<file path="config.mk">
export PLATFORM = sky130hd
export DESIGN_NAME = radix_walker
export DESIGN_NICKNAME = d
export VERILOG_FILES = /design/src/rtl/radix_walk_pkg.sv /design/src/rtl/radix_addr_gen.sv /design/src/rtl/radix_level_check.sv /design/src/rtl/radix_walker.sv
export SDC_FILE = /design/constraint.sdc
export NUM_CORES = 1
export LEC_CHECK = 0
export BUFFER_PORTS_ARGS = -buffer_cell sky130_fd_sc_hd__buf_2
export CORE_UTILIZATION = 49
export DETAILED_ROUTE_END_ITERATION = 10
export GPL_TIMING_DRIVEN = 0
export HOLD_SLACK_MARGIN = 0.02
export PLACE_DENSITY = 0.72
export SETUP_SLACK_MARGIN = 0.3
export SKIP_LAST_GASP = 1
export SLEW_MARGIN = 15
export SYNTH_ARGS = -nofsm -noshare
export SYNTH_HDL_FRONTEND = slang
export SYNTH_HIERARCHICAL = 1
export SYNTH_SLANG_ARGS = --single-unit
</file>
<file path="constraint.sdc">
create_clock -name clk -period 4.69 [get_ports clk]
set_clock_uncertainty 0.2 [all_clocks]
set_input_delay 0 -clock clk [delete_from_list [all_inputs] [get_ports clk]]
set_output_delay 0 -clock clk [all_outputs]
set_load 0.02 [all_outputs]
</file>
<file path="src/rtl/radix_walk_pkg.sv">
package radix_walk_pkg;

    localparam int VPN_W     = 52;
    localparam int PID_W     = 32;
    localparam int PTE_W     = 64;
    localparam int ADDR_W    = 64;
    localparam int TBASE_W   = 44;
    localparam int SIZE_W    = 5;
    localparam int SHIFT_W   = 6;
    localparam int NLB_W     = 48;
    localparam int IDX_MIN   = 5;
    localparam int IDX_MAX   = 16;
    localparam int IDX_W     = IDX_MAX;
    localparam int TREE_BIAS = 19;
    localparam int PT_MASK_W = 24;
    localparam int SEG_W     = 31;
    localparam int SEG_IN_W  = SEG_W + 2;
    localparam int VLO_W     = 49;
    localparam int PA_PG_W   = 44;

    typedef enum logic [1:0] {
        WALK_OK       = 2'd0,
        WALK_SEG_ERR  = 2'd1,
        WALK_BAD_TREE = 2'd2,
        WALK_NO_ENTRY = 2'd3
    } walk_err_e;

    typedef enum logic [2:0] {
        S_IDLE,
        S_TBL_FETCH,
        S_ROOT_CHK,
        S_DIR_FETCH,
        S_DIR_EVAL,
        S_REPORT
    } walk_state_e;

    typedef struct packed {
        logic              valid;
        logic              leaf;
        logic [NLB_W-1:0]  next_base;
        logic [SIZE_W-1:0] idx_bits;
        logic [SIZE_W-1:0] tree_sz;
    } entry_view_t;

    function automatic logic [63:0] ones_below(input logic [6:0] n);
        if (n >= 7'd64)
            return '1;
        return (64'd1 << n) - 64'd1;
    endfunction

    function automatic entry_view_t view_entry(input logic [PTE_W-1:0] e);
        entry_view_t v;
        v.valid     = e[63];
        v.leaf      = e[62];
        v.next_base = e[55:8];
        v.idx_bits  = e[4:0];
        v.tree_sz   = {e[62:61], e[7:5]};
        return v;
    endfunction

endpackage

</file>
<file path="src/rtl/radix_addr_gen.sv">
module radix_addr_gen
    import radix_walk_pkg::*;
(
    input  logic [TBASE_W-1:0] tbl_base,
    input  logic [SIZE_W-1:0]  tbl_size,
    input  logic [PID_W-1:0]   pid,
    input  logic [VLO_W-1:0]   va_lo,
    input  logic [NLB_W-1:0]   lvl_base,
    input  logic [SIZE_W-1:0]  idx_bits,
    input  logic [SHIFT_W-1:0] shift,
    input  logic [55:0]        leaf_ent,
    output logic [ADDR_W-1:0]  tbl_addr,
    output logic [ADDR_W-1:0]  dir_addr,
    output logic [ADDR_W-1:0]  leaf_addr
);
    logic [PT_MASK_W-1:0] pt_mask;
    logic [PT_MASK_W-1:0] pt_mid;
    logic [IDX_W-1:0]     idx_mask;
    logic [VLO_W-1:0]     va_sh;
    logic [IDX_W-1:0]     idx_field;
    logic [IDX_W-1:0]     base_field;
    logic [PA_PG_W-1:0]   pg_mask;
    logic [PA_PG_W-1:0]   pg_num;
    logic [63:0]          m_pt, m_idx, m_pg;

    always_comb begin
        m_pt     = ones_below({2'b0, tbl_size});
        pt_mask  = m_pt[PT_MASK_W-1:0];
        pt_mid   = (tbl_base[PT_MASK_W-1:0] & ~pt_mask) |
                   (pid[PID_W-1:8] & pt_mask);
        tbl_addr = {8'b0, tbl_base[TBASE_W-1:PT_MASK_W], pt_mid, pid[7:0], 4'b0};
    end

    always_comb begin
        m_idx      = ones_below({2'b0, idx_bits});
        idx_mask   = m_idx[IDX_W-1:0];
        va_sh      = va_lo >> shift;
        base_field = {lvl_base[10:0], 5'b0};
        idx_field  = (base_field & ~idx_mask) | (va_sh[IDX_W-1:0] & idx_mask);
        dir_addr   = {8'b0, lvl_base[NLB_W-1:11], idx_field, 3'b0};
    end

    always_comb begin
        m_pg      = ones_below({1'b0, shift});
        pg_mask   = m_pg[PA_PG_W-1:0];
        pg_num    = (leaf_ent[55:12] & ~pg_mask) | (va_lo[PA_PG_W-1:0] & pg_mask);
        leaf_addr = {8'b0, pg_num, leaf_ent[11:0]};
    end

endmodule

</file>
<file path="src/rtl/radix_level_check.sv">
module radix_level_check
    import radix_walk_pkg::*;
(
    input  logic                is_root,
    input  logic [SIZE_W-1:0]   tree_sz,
    input  logic [SIZE_W-1:0]   idx_bits,
    input  logic [SHIFT_W-1:0]  shift_in,
    input  logic [SEG_IN_W-1:0] seg_bits,
    output logic                seg_fail,
    output logic                tree_fail,
    output logic [SHIFT_W-1:0]  shift_out
);
    logic [SHIFT_W-1:0] limit;
    logic [SHIFT_W-1:0] idx_ext;
    logic [SEG_W-1:0]   covered;
    logic [63:0]        m_seg;
    logic               top_mismatch;
    logic               stray_bits;

    always_comb begin
        m_seg        = ones_below({2'b0, tree_sz});
        covered      = m_seg[SEG_W-1:0];
        top_mismatch = seg_bits[SEG_IN_W-1] != seg_bits[SEG_IN_W-2];
        stray_bits   = |(seg_bits[SEG_W-1:0] & ~covered);
        seg_fail     = is_root && (top_mismatch || stray_bits);

        idx_ext   = {1'b0, idx_bits};
        limit     = is_root ? ({1'b0, tree_sz} + SHIFT_W'(TREE_BIAS)) : shift_in;
        tree_fail = !seg_fail &&
                    ((idx_ext < SHIFT_W'(IDX_MIN)) ||
                     (idx_ext > SHIFT_W'(IDX_MAX)) ||
                     (idx_ext > limit));
        shift_out = limit - idx_ext;
    end

endmodule

</file>
<file path="src/rtl/radix_walker.sv">
module radix_walker
    import radix_walk_pkg::*;
(
    input  logic               clk,
    input  logic               rst,
    input  logic               req_valid,
    output logic               req_ready,
    input  logic [VPN_W-1:0]   req_vpn,
    input  logic [PID_W-1:0]   req_pid,
    input  logic [TBASE_W-1:0] tbl_base,
    input  logic [SIZE_W-1:0]  tbl_size,
    output logic               mem_req,
    output logic [ADDR_W-1:0]  mem_addr,
    input  logic               mem_ack,
    input  logic [PTE_W-1:0]   mem_rdata,
    output logic               done,
    output logic [ADDR_W-1:0]  real_addr,
    output logic [1:0]         err
);
    walk_state_e        state;
    logic [VPN_W-1:0]   vpn_r;
    logic [PID_W-1:0]   pid_r;
    logic [TBASE_W-1:0] tbase_r;
    logic [SIZE_W-1:0]  tsize_r;
    logic [PTE_W-1:0]   entry_r;
    logic [NLB_W-1:0]   base_r;
    logic [SIZE_W-1:0]  idx_r;
    logic [SHIFT_W-1:0] shift_r;
    logic [ADDR_W-1:0]  pa_r;
    walk_err_e          err_r;

    entry_view_t        ev;
    logic [ADDR_W-1:0]  tbl_addr, dir_addr, leaf_addr;
    logic               seg_fail, tree_fail;
    logic [SHIFT_W-1:0] shift_next;

    assign ev = view_entry(entry_r);

    radix_addr_gen u_addr (
        .tbl_base  (tbase_r),
        .tbl_size  (tsize_r),
        .pid       (pid_r),
        .va_lo     (vpn_r[VLO_W-1:0]),
        .lvl_base  (base_r),
        .idx_bits  (idx_r),
        .shift     (shift_r),
        .leaf_ent  (entry_r[55:0]),
        .tbl_addr  (tbl_addr),
        .dir_addr  (dir_addr),
        .leaf_addr (leaf_addr)
    );

    radix_level_check u_chk (
        .is_root   (state == S_ROOT_CHK),
        .tree_sz   (ev.tree_sz),
        .idx_bits  (ev.idx_bits),
        .shift_in  (shift_r),
        .seg_bits  (vpn_r[VPN_W-1:VPN_W-SEG_IN_W]),
        .seg_fail  (seg_fail),
        .tree_fail (tree_fail),
        .shift_out (shift_next)
    );

    always_ff @(posedge clk) begin
        if (rst) begin
            state   <= S_IDLE;
            vpn_r   <= '0;
            pid_r   <= '0;
            tbase_r <= '0;
            tsize_r <= '0;
            entry_r <= '0;
            base_r  <= '0;
            idx_r   <= '0;
            shift_r <= '0;
            pa_r    <= '0;
            err_r   <= WALK_OK;
        end else begin
            unique case (state)
                S_IDLE: begin
                    if (req_valid) begin
                        vpn_r   <= req_vpn;
                        pid_r   <= req_vpn[VPN_W-1] ? '0 : req_pid;
                        tbase_r <= tbl_base;
                        tsize_r <= tbl_size;
                        state   <= S_TBL_FETCH;
                    end
                end
                S_TBL_FETCH: begin
                    if (mem_ack) begin
                        entry_r <= mem_rdata;
                        state   <= S_ROOT_CHK;
                    end
                end
                S_ROOT_CHK: begin
                    if (seg_fail || tree_fail) begin
                        pa_r  <= '0;
                        err_r <= seg_fail ? WALK_SEG_ERR : WALK_BAD_TREE;
                        state <= S_REPORT;
                    end else begin
                        shift_r <= shift_next;
                        base_r  <= ev.next_base;
                        idx_r   <= ev.idx_bits;
                        state   <= S_DIR_FETCH;
                    end
                end
                S_DIR_FETCH: begin
                    if (mem_ack) begin
                        entry_r <= mem_rdata;
                        state   <= S_DIR_EVAL;
                    end
                end
                S_DIR_EVAL: begin
                    if (!ev.valid) begin
                        pa_r  <= '0;
                        err_r <= WALK_NO_ENTRY;
                        state <= S_REPORT;
                    end else if (ev.leaf) begin
                        pa_r  <= leaf_addr;
                        err_r <= WALK_OK;
                        state <= S_REPORT;
                    end else if (tree_fail) begin
                        pa_r  <= '0;
                        err_r <= WALK_BAD_TREE;
                        state <= S_REPORT;
                    end else begin
                        shift_r <= shift_next;
                        base_r  <= ev.next_base;
                        idx_r   <= ev.idx_bits;
                        state   <= S_DIR_FETCH;
                    end
                end
                S_REPORT: state <= S_IDLE;
                default:  state <= S_IDLE;
            endcase
        end
    end

    always_comb begin
        req_ready = (state == S_IDLE);
        mem_req   = (state == S_TBL_FETCH) || (state == S_DIR_FETCH);
        mem_addr  = (state == S_TBL_FETCH) ? tbl_addr : dir_addr;
        done      = (state == S_REPORT);
        real_addr = pa_r;
        err       = err_r;
    end

endmodule

</file>
==> results of run 1 <==
## worst max path at each step
stage,startpoint,end,slack (ns),depth (start not counted)
3_5_place_dp,entry_r[5]$_SDFFE_PP0P_,real_addr[55]$_SDFFE_PP0P_,-0.58,18
3_3_place_gp,entry_r[5]$_SDFFE_PP0P_,real_addr[53]$_SDFFE_PP0P_,-0.54,18
6_report,entry_r[5]$_SDFFE_PP0P_,real_addr[32]$_SDFFE_PP0P_,0.16,19
4_1_cts,entry_r[5]$_SDFFE_PP0P_,real_addr[27]$_SDFFE_PP0P_,0.29,19
5_1_grt,entry_r[5]$_SDFFE_PP0P_,real_addr[61]$_SDFFE_PP0P_,0.07,18
2_1_floorplan,entry_r[5]$_SDFFE_PP0P_,real_addr[10]$_SDFFE_PP0P_,0.43,18
## registers in the layout, summed over array words and instances (netlist names)
signal and cells:
real_addr 64, entry_r 59, vpn_r 52, base_r 48, tbase_r 44, pid_r 32, shift_r 6, idx_r 5
tsize_r 5, state 3, err 2
## worst min-delay path: cells and delay by family
kind / cells / cell delay (ns)
compound gates: 1 / 0.05
buf+inv: 2 / 0.65
simple gates: 1 / 0.05
## layer usage
metal  vias to the layer above  wire length (um)  global-route usage (%)
li1                       9421                 -                       -
met1                     10320             34100                    51.2
met2                      1384             40500                    69.6
met3                       374              7710                    8.02
met4                         0              7010                    29.7
met5                         -                 0                       0
## cell type report
type	count	area (sq um)
plain buffers	295	1920
clock buffers	52	1010
clock inverters	12	140
fillers	3001	12600
inverters	24	98.8
multi-input cells	1729	11500
flip-flops and latches	320	6420
well taps	518	648
repair buffers	586	4350
## where the power goes
group | internal, mW | leakage (nW) | total [mW] | switching, mW
clock | 1.63 | 0.563 | 2.82 | 1.19
combinational | 0.681 | 7.66 | 1.51 | 0.825
sequential | 2.82 | 2.60 | 2.98 | 0.163
total | 5.13 | 10.8 | 7.31 | 2.18
## what timing repair did
item,CTS,global route
endpoints found under the hold margin,259,0
hold buffers,236,0
buffers inserted,18,8
gates cloned,0,8
setup endpoints to repair,127,132
pin swaps,16,77
gates resized for setup,74,100
## cell families (layout without fill, tap and decap cells)
kind of cell | Yosys count | count (layout) | synth area share, %
and+or+nand+nor | 828 | 828 | 19.2
AOI/OAI and AO/OA | 586 | 586 | 19.2
DFF | 320 | 320 | 33.3
buffers and inverters | 319 | 969 | 9.46
muxes | 245 | 245 | 16.7
xor gates and xnor gates | 24 | 24 | 1.09
adders and majority gates | 15 | 15 | 1.01
other | 1 | 31 | 0.0195
## layout by cell type, fill, tap and decap left out, types with 8 or more instances in the layout
cell type / n
buf_8: 11
inv_1: 17
ha_1: 10
mux4_1: 9
dfxtp_1: 316
o31ai_1: 9
nor2_1: 80
nand2_4: 9
nand3b_1: 35
buf_4: 152
clkbuf_1: 87
a21oi_1: 282
nor3b_1: 8
a21oi_2: 19
mux4_2: 35
buf_6: 21
clkbuf_16: 44
nand3_1: 21
nand2_1: 532
mux2i_1: 53
dlygate4sd3_1: 236
conb_1: 31
o22ai_1: 13
buf_2: 364
or2_2: 11
a31oi_1: 15
buf_1: 11
a22o_1: 68
and2_1: 8
a22oi_1: 10
nand2b_1: 20
mux2_2: 148
xnor2_1: 16
nand2_2: 10
nor3_1: 16
o21ai_0: 61
a211oi_1: 10
or3_1: 8
nor2b_1: 17
==> results.md, run 1 <==
- # setup viols final: 0
- Yosys warns: 6
- Area growth, synth to finish: 35.6%
- Fin crit share: 96.6%
- Power consumption: 7.31 mW
- Dpl ws: -0.579 ns
- Cell Chain, Critical Path: inv_4 -> ha_4 -> buf_6 -> buf_4 -> buf_2 -> nand2_1 -> o31ai_1 -> a22oi_1 -> nor4_2 -> nand3_1 -> or4_4 -> o31a_1 -> buf_4 -> nor2_2 -> o32ai_4 -> nor2_4 -> buf_12 -> clkbuf_16 -> a22o_1
- Gpl congestion: 1.09
- Critical path's slowest cell: or4_4
- Worst Setup End Kind: flop
- Synth top cells by count: 551 x nand2_1, 320 x dfxtp_1, 301 x a21oi_1
- Clk slew on worst S/H paths: 0.06 ns
- First-pass GRT wire length: 130 mm
- Final worst setup slack: 0.160 ns
- Final core utilization: 67.4%
- Share of the synthesized area in the top cell type: 33.3%
- Prevailing post-synth register cell: dfxtp_1
- Avg WL per Cell: 25.3 um
- R2R Path Start: entry_r[5]$_SDFFE_PP0P_
- Hold Slack: approximately 0.035 ns
- Routed Antenna Nets: 0
- HP Start: mem_rdata[2]
- Cell area after placement: 21600 sq um
- Worst min-delay path class: in -> reg
- Lkg Pwr: 10.8 nW
- Status: finished clean
- Count of TritonRoute iterations in the first routing pass: 6
- Startpoint types: flop
- Worst-path maximum fanout: 10
- CTS Root Cell: clkbuf_16
- Worst vdd ir: about 250 uV
- CTS max path bufs: 3
- Detail Placement HPWL: approximately 63 mm
- CP peak stage delay: roughly 0.55 ns
- DRC viols: 0
- Slew headroom: 17.9%
- Worst Hold Path Cells: 4
- Slew @ Worst Pin: between 1 and 1.5 ns
- # IOs: 334
- Nets: 3209
- DR vias/cell: between 6 and 7
- Layout Cells excl Fill: 3536
- Sequential share of the synthesized area: 33.3%
- Most common cell in the netlist: nand2_1
- Synth area leaders: dfxtp_1 33%, nand2_1 11%, mux2_2 8.7%
- CP dominant cell by count: buf_4
- Initial drt markers: 2176
- Die ar.: between 40000 and 50000 sq um
- Fmax: 0.221 GHz
- R2r worst-path depth: 19
- CP Class: reg -> reg
- Ant diodes: 0
- Finished layout cell area: roughly 26000 sq um
- Max Cap Viol: 0
- Layout cell share with drive strength beyond 1: between 30% and 40%
- Clock period minus worst slack: 4.53 ns
- Fin Setup TNS: 0 ns
- Final Hold Fails: 0
- FFs w/ async S/R, synth: 0%
- Leading area contributor after synthesis: dfxtp_1
- Largest net degree at the start of global routing: 14
- Critical Path AT: between 4 and 5 ns
- Post-synthesis instance total: 2338
- Post-Syn Area: a little under 20000 sq um
- Hold worst-path end: entry_r[2]$_SDFFE_PP0P_
- Buf/Inv on CP: 7
- Die Ht: roughly 200 um
- DP Cell Count: 3202
- Number of synthesized register bits: 320
- Vias: 21.5k
- Unique masters post-synth: slightly above 90
- H-tree levels: 2
- Power Density: ~280 nW/um^2
- Vias in the first global route: 21.2k
- Critical path's top delay family: simple AND/OR/NAND/NOR gates
- EDFF count, synth: 0
- Initial antenna violation count: 2
- Detailed Route WL: 89.4 mm
- Fin. max-slew vios: 0
- Die X: approximately 200 um
- Number of buffers added on ports: around 320
- Cell Rows: 72
- Insertion delay to the later sink of the worst-skew pair: 0.56 ns
- Core area: about 39000 sq um
- Sink Count: 320
- Grt ovf: 0
- GRT Util Overall: 42.8%
- Initial Util: 49.7%
- Req. time, crit path: 4.99 ns
- Worst reg2reg path endpoint: real_addr[32]$_SDFFE_PP0P_
- RSZ-0062 raised after global routing: yes
- Syn_area_per_cell: 8.23 sq um
- Num CTS Buffers: 37
- FF-to-FF setup slack: 0.16 ns
- CTS tree: built
(Power assumes the default switching activity.)
==> run 2, diff against run 1 <==
--- a/config.mk
+++ b/config.mk
@@ -7,6 +7,7 @@
 export LEC_CHECK = 0
 export BUFFER_PORTS_ARGS = -buffer_cell sky130_fd_sc_hd__buf_2
 export CORE_UTILIZATION = 49
+export CTS_BUF_LIST = sky130_fd_sc_hd__clkbuf_16
 export DETAILED_ROUTE_END_ITERATION = 10
 export GPL_TIMING_DRIVEN = 0
 export HOLD_SLACK_MARGIN = 0.02
==> constraint.sdc (replaced) <==
create_clock -name clk -period 5.2 [get_ports clk]
set_clock_uncertainty 0.2 [all_clocks]
set_input_delay 0 -clock clk [delete_from_list [all_inputs] [get_ports clk]]
set_output_delay 0 -clock clk [all_outputs]
set_load 0.02 [all_outputs]
==> results.md, run 2 (synthesis results as in run 1) <==
- Buf/Inv on CP: 5 (-2)
- Count of TritonRoute iterations in the first routing pass: 8 (+2)
- Fmax: 0.208 GHz (-5.7%)
- Area growth, synth to finish: 31.7%
- Core area: 38700 sq um (unchanged)
- Die X: 200 um (unchanged)
- Clock period minus worst slack: 4.80 ns (+0.274 ns)
- Initial Util: 49.7% (unchanged)
- Fin crit share: 92.4% (-4.2 points)
- CP Class: reg -> reg
- Insertion delay to the later sink of the worst-skew pair: 0.56 ns (about the same)
- GR Layer Usage met2: 68.7% (-0.93 points)
- RSZ-0062 raised after global routing: no
- Slew @ Worst Pin: 1.28 ns (+0.0488 ns)
- Vias: 21.3k (-0.87%)
- Most used routing layer: met2
- Most common cell after layout, fill and taps aside: nand2_1
- Sink Count: 320 (unchanged)
- Worst Setup End Kind: flop
- CTS tree: built
- Startpoint types: flop
- Largest net degree at the start of global routing: 14 (unchanged)
- Initial antenna violation count: 1 (-1)
- Critical Path AT: 5.06 ns (+0.24 ns)
- Internal Power: 4.54 mW (-12%)
- Status: finished clean
- Critical path's top delay family: buffers and inverters
- Most frequent cells in the layout: 551 x nand2_1, 369 x buf_2, 318 x dfxtp_1, 301 x a21oi_1, 234 x dlygate4sd3_1
- Clk pwr share: 38.6% (about the same)
- Number of flip-flops in the largest register: 64 (unchanged)
- First-pass GRT wire length: 130 mm (-0.60%)
- Routed Antenna Nets: 0 (unchanged)
- Final Hold Fails: 0 (unchanged)
- Cell Rows: 72 (unchanged)
- Hold worst-path end: real_addr[63]$_SDFFE_PP0P_
- Initial drt markers: 2129 (-2.2%)
- DRC viols: 0 (unchanged)
- R2r worst-path depth: 12 (-7)
- HP Start: rst
- # IOs: 334 (unchanged)
- Gate power share: 19.8% (-0.8 points)
- Worst min-delay path class: in -> reg
- GRT Util Overall: 42.6% (-0.22 points)
- CTS Root Cell: clkbuf_16
- Sw frac: 29.8% (+0.040 points)
- Switching power: 1.93 mW (-11%)
- Clk slew on worst S/H paths: 0.06 ns (about the same)
- Hold Slack: 0.00413 ns (-0.0311 ns)
- Dpl ws: -0.0686 ns (+0.510 ns)
- Die Ht: 200 um (unchanged)
- Worst Hold Path Cells: 5 (+1)
- CP peak stage delay: 0.64 ns (+0.09 ns)
- Final core utilization: 65.4% (-2.0 points)
- H-tree levels: 2 (unchanged)
- Worst-path maximum fanout: 10 (unchanged)
- Detail Placement HPWL: 62.9 mm (unchanged)
- Number of buffers added on ports: 316 (unchanged)
- Power Density: 255 nW/um^2 (-8.9%)
- Worst reg2reg path endpoint: real_addr[54]$_SDFFE_PP0P_
- Fin. max-slew vios: 0 (unchanged)
- Die ar.: 40100 sq um (unchanged)
- Grt ovf: 0 (unchanged)
- FF-to-FF setup slack: 0.40 ns (+0.24 ns)
- Gpl congestion: 1.09 (unchanged)
- Req. time, crit path: 5.45 ns (+0.46 ns)
- Sequential Power Share: 41.6% (+0.8 points)
- CP dominant cell by count: buf_2
- Slew headroom: 14.6% (-3.3 points)
- Final worst setup slack: 0.396 ns (+0.236 ns)
- Lkg Pwr: 10.6 nW (-2.1%)
- Critical path's slowest cell: clkbuf_1
- Max Cap Viol: 0 (unchanged)
- Met3 Use GR: 8.04% (+0.016 points)
- Layout cell share with drive strength beyond 1: 27.5% (-2.5 points)
- Cell Chain, Critical Path: buf_2 -> buf_2 -> buf_2 -> nor4_1 -> nand2_1 -> ha_1 -> clkbuf_1 -> clkbuf_1 -> o21ai_0 -> xnor2_1 -> mux2_2 -> a22o_1
- R2R Path Start: shift_r[2]$_SDFFE_PP0P_
- CTS max path bufs: 3 (unchanged)
- # setup viols final: 0 (unchanged)
- Met1 Use GR: 51.3% (about the same)
- Vias in the first global route: 21.1k (-0.61%)
- Avg WL per Cell: 25.0 um (-1.1%)
- Worst vdd ir: 229 uV (-7.5%)
- DR vias/cell: 6.06 (-0.25%)
- Nets: 3186 (-0.72%)
- Num CTS Buffers: 37 (unchanged)
- Detailed Route WL: 87.8 mm (-1.7%)
-- run 2: cell types whose count changed in the layout (fill, tap and decap cells not counted), moves of 5 or more --
cell       change
a21oi_2       -19
inv_1         +15
clkbuf_1      -11
nand2_1       +19
buf_6         -14
nand2_2       -10
a21oi_1       +19
clkbuf_16      -6
clkbuf_4       +8
buf_8         -11
buf_2          +5
nand2_4        -9
-- run 2: through the flow --
step / cell area (sq um) / cells / setup TNS, ns / total power [mW]
floorplan: 19400 / 2368 / 0 / 3.37
global placement: 21600 / 3202 / -0.947 / 3.77
detailed placement: 21600 / 3202 / -2.38 / 3.79
CTS: 25200 / 3502 / 0 / 6.39
global route: 25300 / 3513 / 0 / 6.65
finish: 25300 / 3514 / 0 / 6.46
-- run 2: repair_timing --
action | CTS | global route
setup buffers | 2 | 11
setup endpoints to repair | 124 | 125
hold buffers | 234 | 0
resized for setup | 14 | 30
hold endpoints to repair | 195 | 0
cloned | 0 | 0
pin swaps | 2 | 9
-- run 2: power by group through the flow --
stage	clock network (mW)	logic, mW	registers, mW
after floorplan	0	0.710	2.66
after global placement	0	1.05	2.72
after detailed placement	0	1.06	2.73
after CTS	2.51	1.21	2.68
after global routing	2.61	1.35	2.69
final	2.50	1.28	2.69
-- run 2: layer usage --
layer	wire length [um]	up-vias
met3	7810	369
met1	33600	10196
met4	6820	0
met2	39600	1373
li1	-	9373
met5	0	-
-- run 2: area by class of cell --
type                            count  area [sq um]
Inverter                           24          93.8
Buffer                            295          1780
Fill cell                        3115         13400
Multi-Input combinational cell   1729         11200
Sequential cell                   320          6410
Clock buffer                       38           951
Clock inverter                     26           193
Timing Repair Buffer              563          4050
Tap cell                          518           648
Antenna cell                        1          2.50
-- run 2: how the worst max path moves through the flow --
stage,startpoint,to,cells after the start
2_1_floorplan,entry_r[5]$_SDFFE_PP0P_,real_addr[10]$_SDFFE_PP0P_,18
3_3_place_gp,entry_r[5]$_SDFFE_PP0P_,real_addr[53]$_SDFFE_PP0P_,18
3_5_place_dp,entry_r[5]$_SDFFE_PP0P_,real_addr[55]$_SDFFE_PP0P_,18
4_1_cts,entry_r[5]$_SDFFE_PP0P_,real_addr[7]$_SDFFE_PP0P_,18
5_1_grt,entry_r[7]$_SDFFE_PP0P_,real_addr[27]$_SDFFE_PP0P_,19
6_report,shift_r[2]$_SDFFE_PP0P_,real_addr[54]$_SDFFE_PP0P_,12
-- run 2: worst register-to-register path, cell delays in order, from the launching register on --
cell	delay [ns]
dfxtp_1	0.44
buf_2	0.32
buf_2	0.31
buf_2	0.35
nor4_1	0.21
nand2_1	0.23
ha_1	0.31
clkbuf_1	0.53
clkbuf_1	0.65
o21ai_0	0.25
xnor2_1	0.34
mux2_2	0.38
a22o_1	0.19
